$ cat src/rtl/apm_pkg.sv
package apm_pkg;
  typedef enum logic [2:0] {
    K_HIT     = 3'd0,
    K_MISS    = 3'd1,
    K_LOCKED  = 3'd2,
    K_FAULT   = 3'd3,
    K_OUTSIDE = 3'd4
  } kind_e;

  localparam logic [1:0] SRC_CPU  = 2'd0;
  localparam logic [1:0] SRC_DRUM = 2'd1;
  localparam logic [1:0] SRC_TAPE = 2'd2;
  localparam logic [1:0] SRC_INTC = 2'd3;
endpackage

$ cat src/rtl/apm_frame_cam.sv
module apm_frame_cam #(
  parameter int NF = 32,
  parameter int BW = 11,
  localparam int FW = $clog2(NF)
) (
  input  logic          clk,
  input  logic          rst_n,
  input  logic          wr_en,
  input  logic [FW-1:0] wr_idx,
  input  logic [BW-1:0] wr_blk,
  input  logic          wr_lock,
  input  logic [BW-1:0] lk_blk,
  output logic          hit_any,
  output logic          hit_multi,
  output logic [FW-1:0] hit_idx,
  output logic          hit_lock,
  input  logic [FW-1:0] rd_idx,
  output logic [BW-1:0] rd_blk,
  output logic          rd_lock
);
  logic [BW-1:0] blk_q  [NF];
  logic [NF-1:0] lock_q;
  logic [NF-1:0] match;

  for (genvar g = 0; g < NF; g++) begin : g_frame
    always_ff @(posedge clk) begin
      if (!rst_n) begin
        blk_q[g]  <= BW'(g);
        lock_q[g] <= 1'b0;
      end else if (wr_en && wr_idx == FW'(g)) begin
        blk_q[g]  <= wr_blk;
        lock_q[g] <= wr_lock;
      end
    end
    assign match[g] = (blk_q[g] == lk_blk);
  end

  always_comb begin
    logic [$clog2(NF+1)-1:0] cnt;
    cnt      = '0;
    hit_idx  = '0;
    hit_lock = 1'b0;
    for (int i = 0; i < NF; i++) begin
      if (match[i]) begin
        cnt      = cnt + 1'b1;
        hit_idx  = hit_idx | FW'(i);
        hit_lock = hit_lock | lock_q[i];
      end
    end
    hit_any   = (cnt != '0);
    hit_multi = (cnt > 1);
  end

  assign rd_blk  = blk_q[rd_idx];
  assign rd_lock = lock_q[rd_idx];
endmodule

$ cat src/rtl/apm_use_bits.sv
module apm_use_bits #(
  parameter int NF = 32,
  parameter int UW = 16,
  localparam int FW = $clog2(NF),
  localparam int NW = NF / UW,
  localparam int WW = (NW > 1) ? $clog2(NW) : 1
) (
  input  logic          clk,
  input  logic          rst_n,
  input  logic          set_en,
  input  logic [FW-1:0] set_idx,
  input  logic          clr_en,
  input  logic [WW-1:0] word_idx,
  output logic [UW-1:0] word_data
);
  logic [NF-1:0] use_q;

  for (genvar g = 0; g < NF; g++) begin : g_bit
    localparam int WORD = g / UW;
    always_ff @(posedge clk) begin
      if (!rst_n)
        use_q[g] <= 1'b0;
      else if (set_en && set_idx == FW'(g))
        use_q[g] <= 1'b1;
      else if (clr_en && word_idx == WW'(WORD))
        use_q[g] <= 1'b0;
    end
  end

  assign word_data = use_q[word_idx*UW +: UW];
endmodule

$ cat src/rtl/assoc_page_map.sv
module assoc_page_map
  import apm_pkg::*;
#(
  parameter int NF    = 32,
  parameter int BLK_W = 11,
  parameter int OFS_W = 9,
  parameter int USE_W = 16,
  localparam int FW     = $clog2(NF),
  localparam int ADDR_W = 1 + BLK_W + OFS_W,
  localparam int PA_W   = FW + OFS_W,
  localparam int NUSE   = NF / USE_W,
  localparam int RA_W   = $clog2(NF + 1 + NUSE)
) (
  input  logic              clk,
  input  logic              rst_n,
  input  logic              req_valid,
  output logic              req_ready,
  input  logic [ADDR_W-1:0] req_addr,
  input  logic [1:0]        req_src,
  input  logic              req_pair,
  output logic              rsp_valid,
  input  logic              rsp_ready,
  output logic [2:0]        rsp_kind,
  output logic              rsp_grant,
  output logic              rsp_wrong_page,
  output logic [PA_W-1:0]   rsp_paddr,
  output logic [FW-1:0]     spec_frame,
  output logic              irq,
  input  logic [RA_W-1:0]   reg_addr,
  input  logic              reg_wr,
  input  logic [BLK_W:0]    reg_wdata,
  input  logic              reg_rd,
  output logic [ADDR_W-1:0] reg_rdata
);
  localparam int CAP_IDX = NF;
  localparam int USE_IDX = NF + 1;
  localparam int UWW     = (NUSE > 1) ? $clog2(NUSE) : 1;

  logic [BLK_W-1:0] lk_blk;
  logic             paged;
  logic             hit_any, hit_multi, hit_lock;
  logic [FW-1:0]    hit_idx;
  logic [BLK_W-1:0] rd_blk;
  logic             rd_lock;
  logic [USE_W-1:0] use_word;
  logic             accept;
  logic             is_chan, is_pair;
  kind_e            kind_d;
  logic             grant_d, wp_d, cap_d;
  logic [FW-1:0]    last_q;
  logic [ADDR_W-1:0] cap_q;
  logic             pg_sel, use_sel;
  logic [UWW-1:0]   use_widx;

  assign lk_blk  = req_addr[OFS_W +: BLK_W];
  assign paged   = !req_addr[ADDR_W-1];
  assign is_chan = (req_src == SRC_DRUM) || (req_src == SRC_TAPE);
  assign is_pair = req_pair && (req_src == SRC_CPU);
  assign accept  = req_valid && req_ready;
  assign req_ready = !rsp_valid || rsp_ready;

  assign pg_sel   = (reg_addr < RA_W'(NF));
  assign use_sel  = (reg_addr >= RA_W'(USE_IDX)) && (reg_addr < RA_W'(USE_IDX + NUSE));
  assign use_widx = UWW'(reg_addr - RA_W'(USE_IDX));

  apm_frame_cam #(.NF(NF), .BW(BLK_W)) u_cam (
    .clk(clk), .rst_n(rst_n),
    .wr_en(reg_wr && pg_sel), .wr_idx(reg_addr[FW-1:0]),
    .wr_blk(reg_wdata[BLK_W-1:0]), .wr_lock(reg_wdata[BLK_W]),
    .lk_blk(lk_blk),
    .hit_any(hit_any), .hit_multi(hit_multi), .hit_idx(hit_idx), .hit_lock(hit_lock),
    .rd_idx(reg_addr[FW-1:0]), .rd_blk(rd_blk), .rd_lock(rd_lock)
  );

  apm_use_bits #(.NF(NF), .UW(USE_W)) u_use (
    .clk(clk), .rst_n(rst_n),
    .set_en(accept && grant_d), .set_idx(hit_idx),
    .clr_en(reg_rd && use_sel), .word_idx(use_widx),
    .word_data(use_word)
  );

  always_comb begin
    kind_d  = K_HIT;
    grant_d = 1'b0;
    wp_d    = 1'b0;
    cap_d   = 1'b0;
    if (!paged) begin
      kind_d = K_OUTSIDE;
    end else if (hit_multi) begin
      kind_d = K_FAULT;
    end else if (!hit_any) begin
      kind_d = is_chan ? K_FAULT : K_MISS;
      cap_d  = !is_chan;
    end else if (hit_lock && req_src == SRC_CPU) begin
      kind_d = K_LOCKED;
      cap_d  = 1'b1;
    end else if (is_pair && hit_idx != last_q) begin
      wp_d   = 1'b1;
    end else begin
      grant_d = 1'b1;
    end
  end

  always_ff @(posedge clk) begin
    if (!rst_n) begin
      rsp_valid      <= 1'b0;
      rsp_kind       <= K_HIT;
      rsp_grant      <= 1'b0;
      rsp_wrong_page <= 1'b0;
      rsp_paddr      <= '0;
      irq            <= 1'b0;
      last_q         <= '0;
      cap_q          <= '0;
    end else begin
      irq <= accept && cap_d;
      if (accept) begin
        rsp_valid      <= 1'b1;
        rsp_kind       <= kind_d;
        rsp_grant      <= grant_d;
        rsp_wrong_page <= wp_d;
        rsp_paddr      <= (kind_d == K_HIT) ? {hit_idx, req_addr[OFS_W-1:0]} : '0;
        if (cap_d) cap_q <= req_addr;
        if (is_pair && kind_d == K_HIT) last_q <= hit_idx;
      end else if (rsp_ready) begin
        rsp_valid <= 1'b0;
      end
    end
  end

  assign spec_frame = last_q;

  always_comb begin
    reg_rdata = '0;
    if (pg_sel)
      reg_rdata = ADDR_W'({rd_lock, rd_blk});
    else if (reg_addr == RA_W'(CAP_IDX))
      reg_rdata = cap_q;
    else if (use_sel)
      reg_rdata = ADDR_W'(use_word);
  end
endmodule

$ cat config.mk
export PLATFORM = sky130hd
export DESIGN_NAME = assoc_page_map
export DESIGN_NICKNAME = d
export VERILOG_FILES = /design/src/rtl/apm_pkg.sv /design/src/rtl/apm_frame_cam.sv /design/src/rtl/apm_use_bits.sv /design/src/rtl/assoc_page_map.sv
export SDC_FILE = /design/constraint.sdc
export NUM_CORES = 1
export LEC_CHECK = 0
export BUFFER_PORTS_ARGS = -buffer_cell sky130_fd_sc_hd__buf_2
export CORE_UTILIZATION = 46
export DETAILED_ROUTE_END_ITERATION = 7
export GPL_TIMING_DRIVEN = 0
export PLACE_DENSITY = 0.68
export SYNTH_ARGS = -nofsm -noshare
export SYNTH_HDL_FRONTEND = slang
export SYNTH_SLANG_ARGS = --single-unit
$ cat constraint.sdc
create_clock -name clk -period 26.1 [get_ports clk]
set_clock_uncertainty 0.1 [all_clocks]
set_input_delay 2.61 -clock clk [delete_from_list [all_inputs] [get_ports clk]]
set_output_delay 2.61 -clock clk [all_outputs]
set_load 0.03 [all_outputs]
==> flow_metrics.env <==
export IMPL_run_status="complete, but fails checks"
export IMPL_violations="max-capacitance violations, max-slew violations"
export IMPL_ys_seq_elements=463
export IMPL_grt_pass1_wl_um=151000
export IMPL_die_area_um2=65400
export IMPL_viasPerCell=6.38
export IMPL_port_buffers=82
export IMPL_worstSetupStartpointType="input pin"
export IMPL_design_area_um2=33600
export IMPL_track_usage=0.311
export IMPL_ios=96
export IMPL_synth_common_cells="352 x edfxtp_1, 297 x xnor2_1, 286 x and2_1, 149 x xor2_1, 135 x nand2_1"
export IMPL_finalSetupViolCount=0
export IMPL_min_path_type="flop to flop"
export IMPL_intPower_mw=1.38
export IMPL_synth_area_leader_cell="edfxtp_1"
export IMPL_dpl_hpwl_um=80900
export IMPL_floorplan_initialDensity=0.468
export IMPL_synth_area_top_cells="edfxtp_1 36%, mux4_2 9.1%, xnor2_1 8.8%, dfxtp_1 7.5%, and2_1 6.0%"
export IMPL_worst_pin_slew_ns=1.56
export IMPL_grt_pass1_vias=22700
export IMPL_yosys_area_top_type_share=0.357
export IMPL_power_per_cell_area_nw_per_um2=55.6
export IMPL_gp_congestion=1.04
export IMPL_final_util=0.531
export IMPL_drt_pass1_iter_count=6
export IMPL_cp_common_cell="ha_1"
export IMPL_cts_sinks=463
export IMPL_ys_seq_area_frac=0.432
export IMPL_clk_latency_ns=0.62
export IMPL_cts_tree="yes"
export IMPL_nNetsFinal=2891
export IMPL_drc=0
export IMPL_synth_nets=2726
export IMPL_clk_pin_slew_ns=0.06
export IMPL_syn_area_per_cell_um2=11.2
export IMPL_crit_fanout=14
export IMPL_async_flop_share=0
export IMPL_antenna_found_initial=12
export IMPL_timing_fmax_mhz=40.0
export IMPL_timing_hold_violations_final=0
export IMPL_grt_overflow=0
export IMPL_finalCriticalPeriod_ns=24.97
export IMPL_grt_max_degree=29
export IMPL_core_area_um2=63300
export IMPL_cp_end_kind="flop"
export IMPL_seq_power_share=0.456
export IMPL_wl_per_cell_um=28.7
export IMPL_timing_hold_ws_ns=0.356
export IMPL_syn_inst=2646
export IMPL_worstSetupPathType="input pin to flop"
export IMPL_placed_area_um2=31400
export IMPL_maxSlewViolCount=6
export IMPL_p_sw_frac=0.264
export IMPL_cp_arrival_ns=25.41
export IMPL_p_comb_frac=0.130
export IMPL_ys_warn_count=0
export IMPL_area_growth_synth_to_final_pct=13.6
export IMPL_die_h_um=256
export IMPL_netlist_area_um2=29600
export IMPL_detail_route_antenna_nets=0
export IMPL_drive_gt1_frac=0.162
export IMPL_pwr_share_clk=0.414
export IMPL_rows=92
export IMPL_slowest_stage="clkbuf_1"
export IMPL_synth_edf_count=352
export IMPL_cts_root_buf="clkbuf_16"
export IMPL_slew_headroom=-0.0457
export IMPL_die_w_um=256
export IMPL_via_count=23600
export IMPL_synthFlopType="edfxtp_1"
export IMPL_leakage_nw=11.8
export IMPL_cts_buffers=51
export IMPL_ctsHoldBuffers=0
export IMPL_dr_first_iter_drc_count=3423
export IMPL_routed_wl_um=106000
export IMPL_min_period_over_period=0.957
export IMPL_yosys_cell_types_count=89
export IMPL_p_sw_mw=0.493
export IMPL_cts_max_level=2
export IMPL_cap_violations=1
export IMPL_clk_path_buf_depth=3
export IMPL_required_ns=26.54
export IMPL_cpPeakStageDelay_ns=0.41
export IMPL_fillers=5430
export IMPL_yosysMostFrequentCell="edfxtp_1"
export IMPL_ir_worst_vdd_uv=43.4
cell type report:
class	count	area [um^2]	area share
Clock inverter	27	297	0.00882
Clock buffer	67	1480	0.0441
Sequential cell	463	12800	0.380
Inverter	69	259	0.00770
Buffer	165	876	0.0260
Multi-Input combinational cell	1926	15800	0.471
Antenna cell	3	7.51	0.000223
Tap cell	846	1060	0.0315
Timing Repair Buffer	135	1010	0.0302
routing by layer:
layer	wire (um)	vias up	global-route usage	share of wire
met5	264	-	0.0168	0.0025
met3	13400	350	0.0825	0.13
met1	38400	11500	0.388	0.36
met2	47600	1708	0.495	0.45
met4	6500	18	0.162	0.061
li1	-	10000	-	-
registers in the layout (all words and copies together) (netlist names):
signal,count
rsp_wrong_page,1
rsp_kind,3
irq,1
u_use.use_q,32
u_cam.lock_q,32
u_cam.blk_q,352
cap_q,21
rsp_paddr,14
spec_frame,5
rsp_valid,1
rsp_grant,1
layout by cell type (no fill, tap or decap), drive strengths merged, types with 86 or more instances in the layout:
cell    Yosys  final
edfxtp    352    352
xnor2     311    311
and2      286    286
clkbuf    108    194
buf        80    173
xor2      151    151
nand2     135    135
mux4      120    120
o21ai     119    119
dfxtp     111    111
or3        86     86
critical path, delay by kind of cell:
family          cells  cell delay (ns)
fa+ha+maj          30             8.98
simple gates       31             5.34
compound gates     24             3.94
mux                 9             2.48
buf+inv            12             1.74
xor+xnor            2             0.31
metrics by stage:
step	setup slack [ns]	total power, mW	setup TNS [ns]	std cells
after global routing	-0.0268	1.90	-0.0748	3699
after CTS	0.0830	1.85	0	3680
after floorplan	2.17	1.00	0	2646
final	1.13	1.87	0	3701
after detailed placement	-1.65	1.09	-121.27	3608
after global placement	-1.67	1.09	-105.00	3574
cell families (layout without fill, tap and decap cells):
logic type               Yosys count  after routing  synth area share
adder cells (fa/ha/maj)           32             32            0.0135
XOR/XNOR                         482            482             0.159
buffers and inverters            257            463            0.0368
flip-flops                       463            463             0.432
AND/OR/NAND/NOR                  925            925             0.177
AO/OA/AOI/OAI                    318            318            0.0731
other                              0              3                 0
multiplexers                     169            169             0.108
power by group through the flow:
stage               clock, mW  sequential (mW)  combinational (mW)
CTS                     0.772            0.851               0.225
detailed placement          0            0.867               0.226
global route            0.798            0.854               0.249
finish                  0.773            0.853               0.243
global placement            0            0.866               0.219
floorplan                   0            0.856               0.144
what timing repair did:
item | CTS | global route
pin swaps | 0 | 3
gates resized for setup | 2 | 62
cloned | 0 | 10
hold endpoints to repair | 0 | 0
setup buffers | 0 | 6
setup endpoints to repair | 77 | 77
final timing paths:
path | cells past startpoint | end | slack [ns] | startpoint
max | 108 | cap_q[16]$_SDFFE_PN0P_ | 1.13 | req_addr[14]
max reg2reg | 106 | cap_q[16]$_SDFFE_PN0P_ | 3.15 | u_cam.blk_q[0][7]$_SDFFCE_PN0P_
min | 1 | rsp_grant$_SDFFE_PN0P_ | 0.36 | rsp_grant$_SDFFE_PN0P_
min reg2reg | 1 | rsp_grant$_SDFFE_PN0P_ | 0.36 | rsp_grant$_SDFFE_PN0P_
Note: power is estimated with default switching activity, not from simulation.
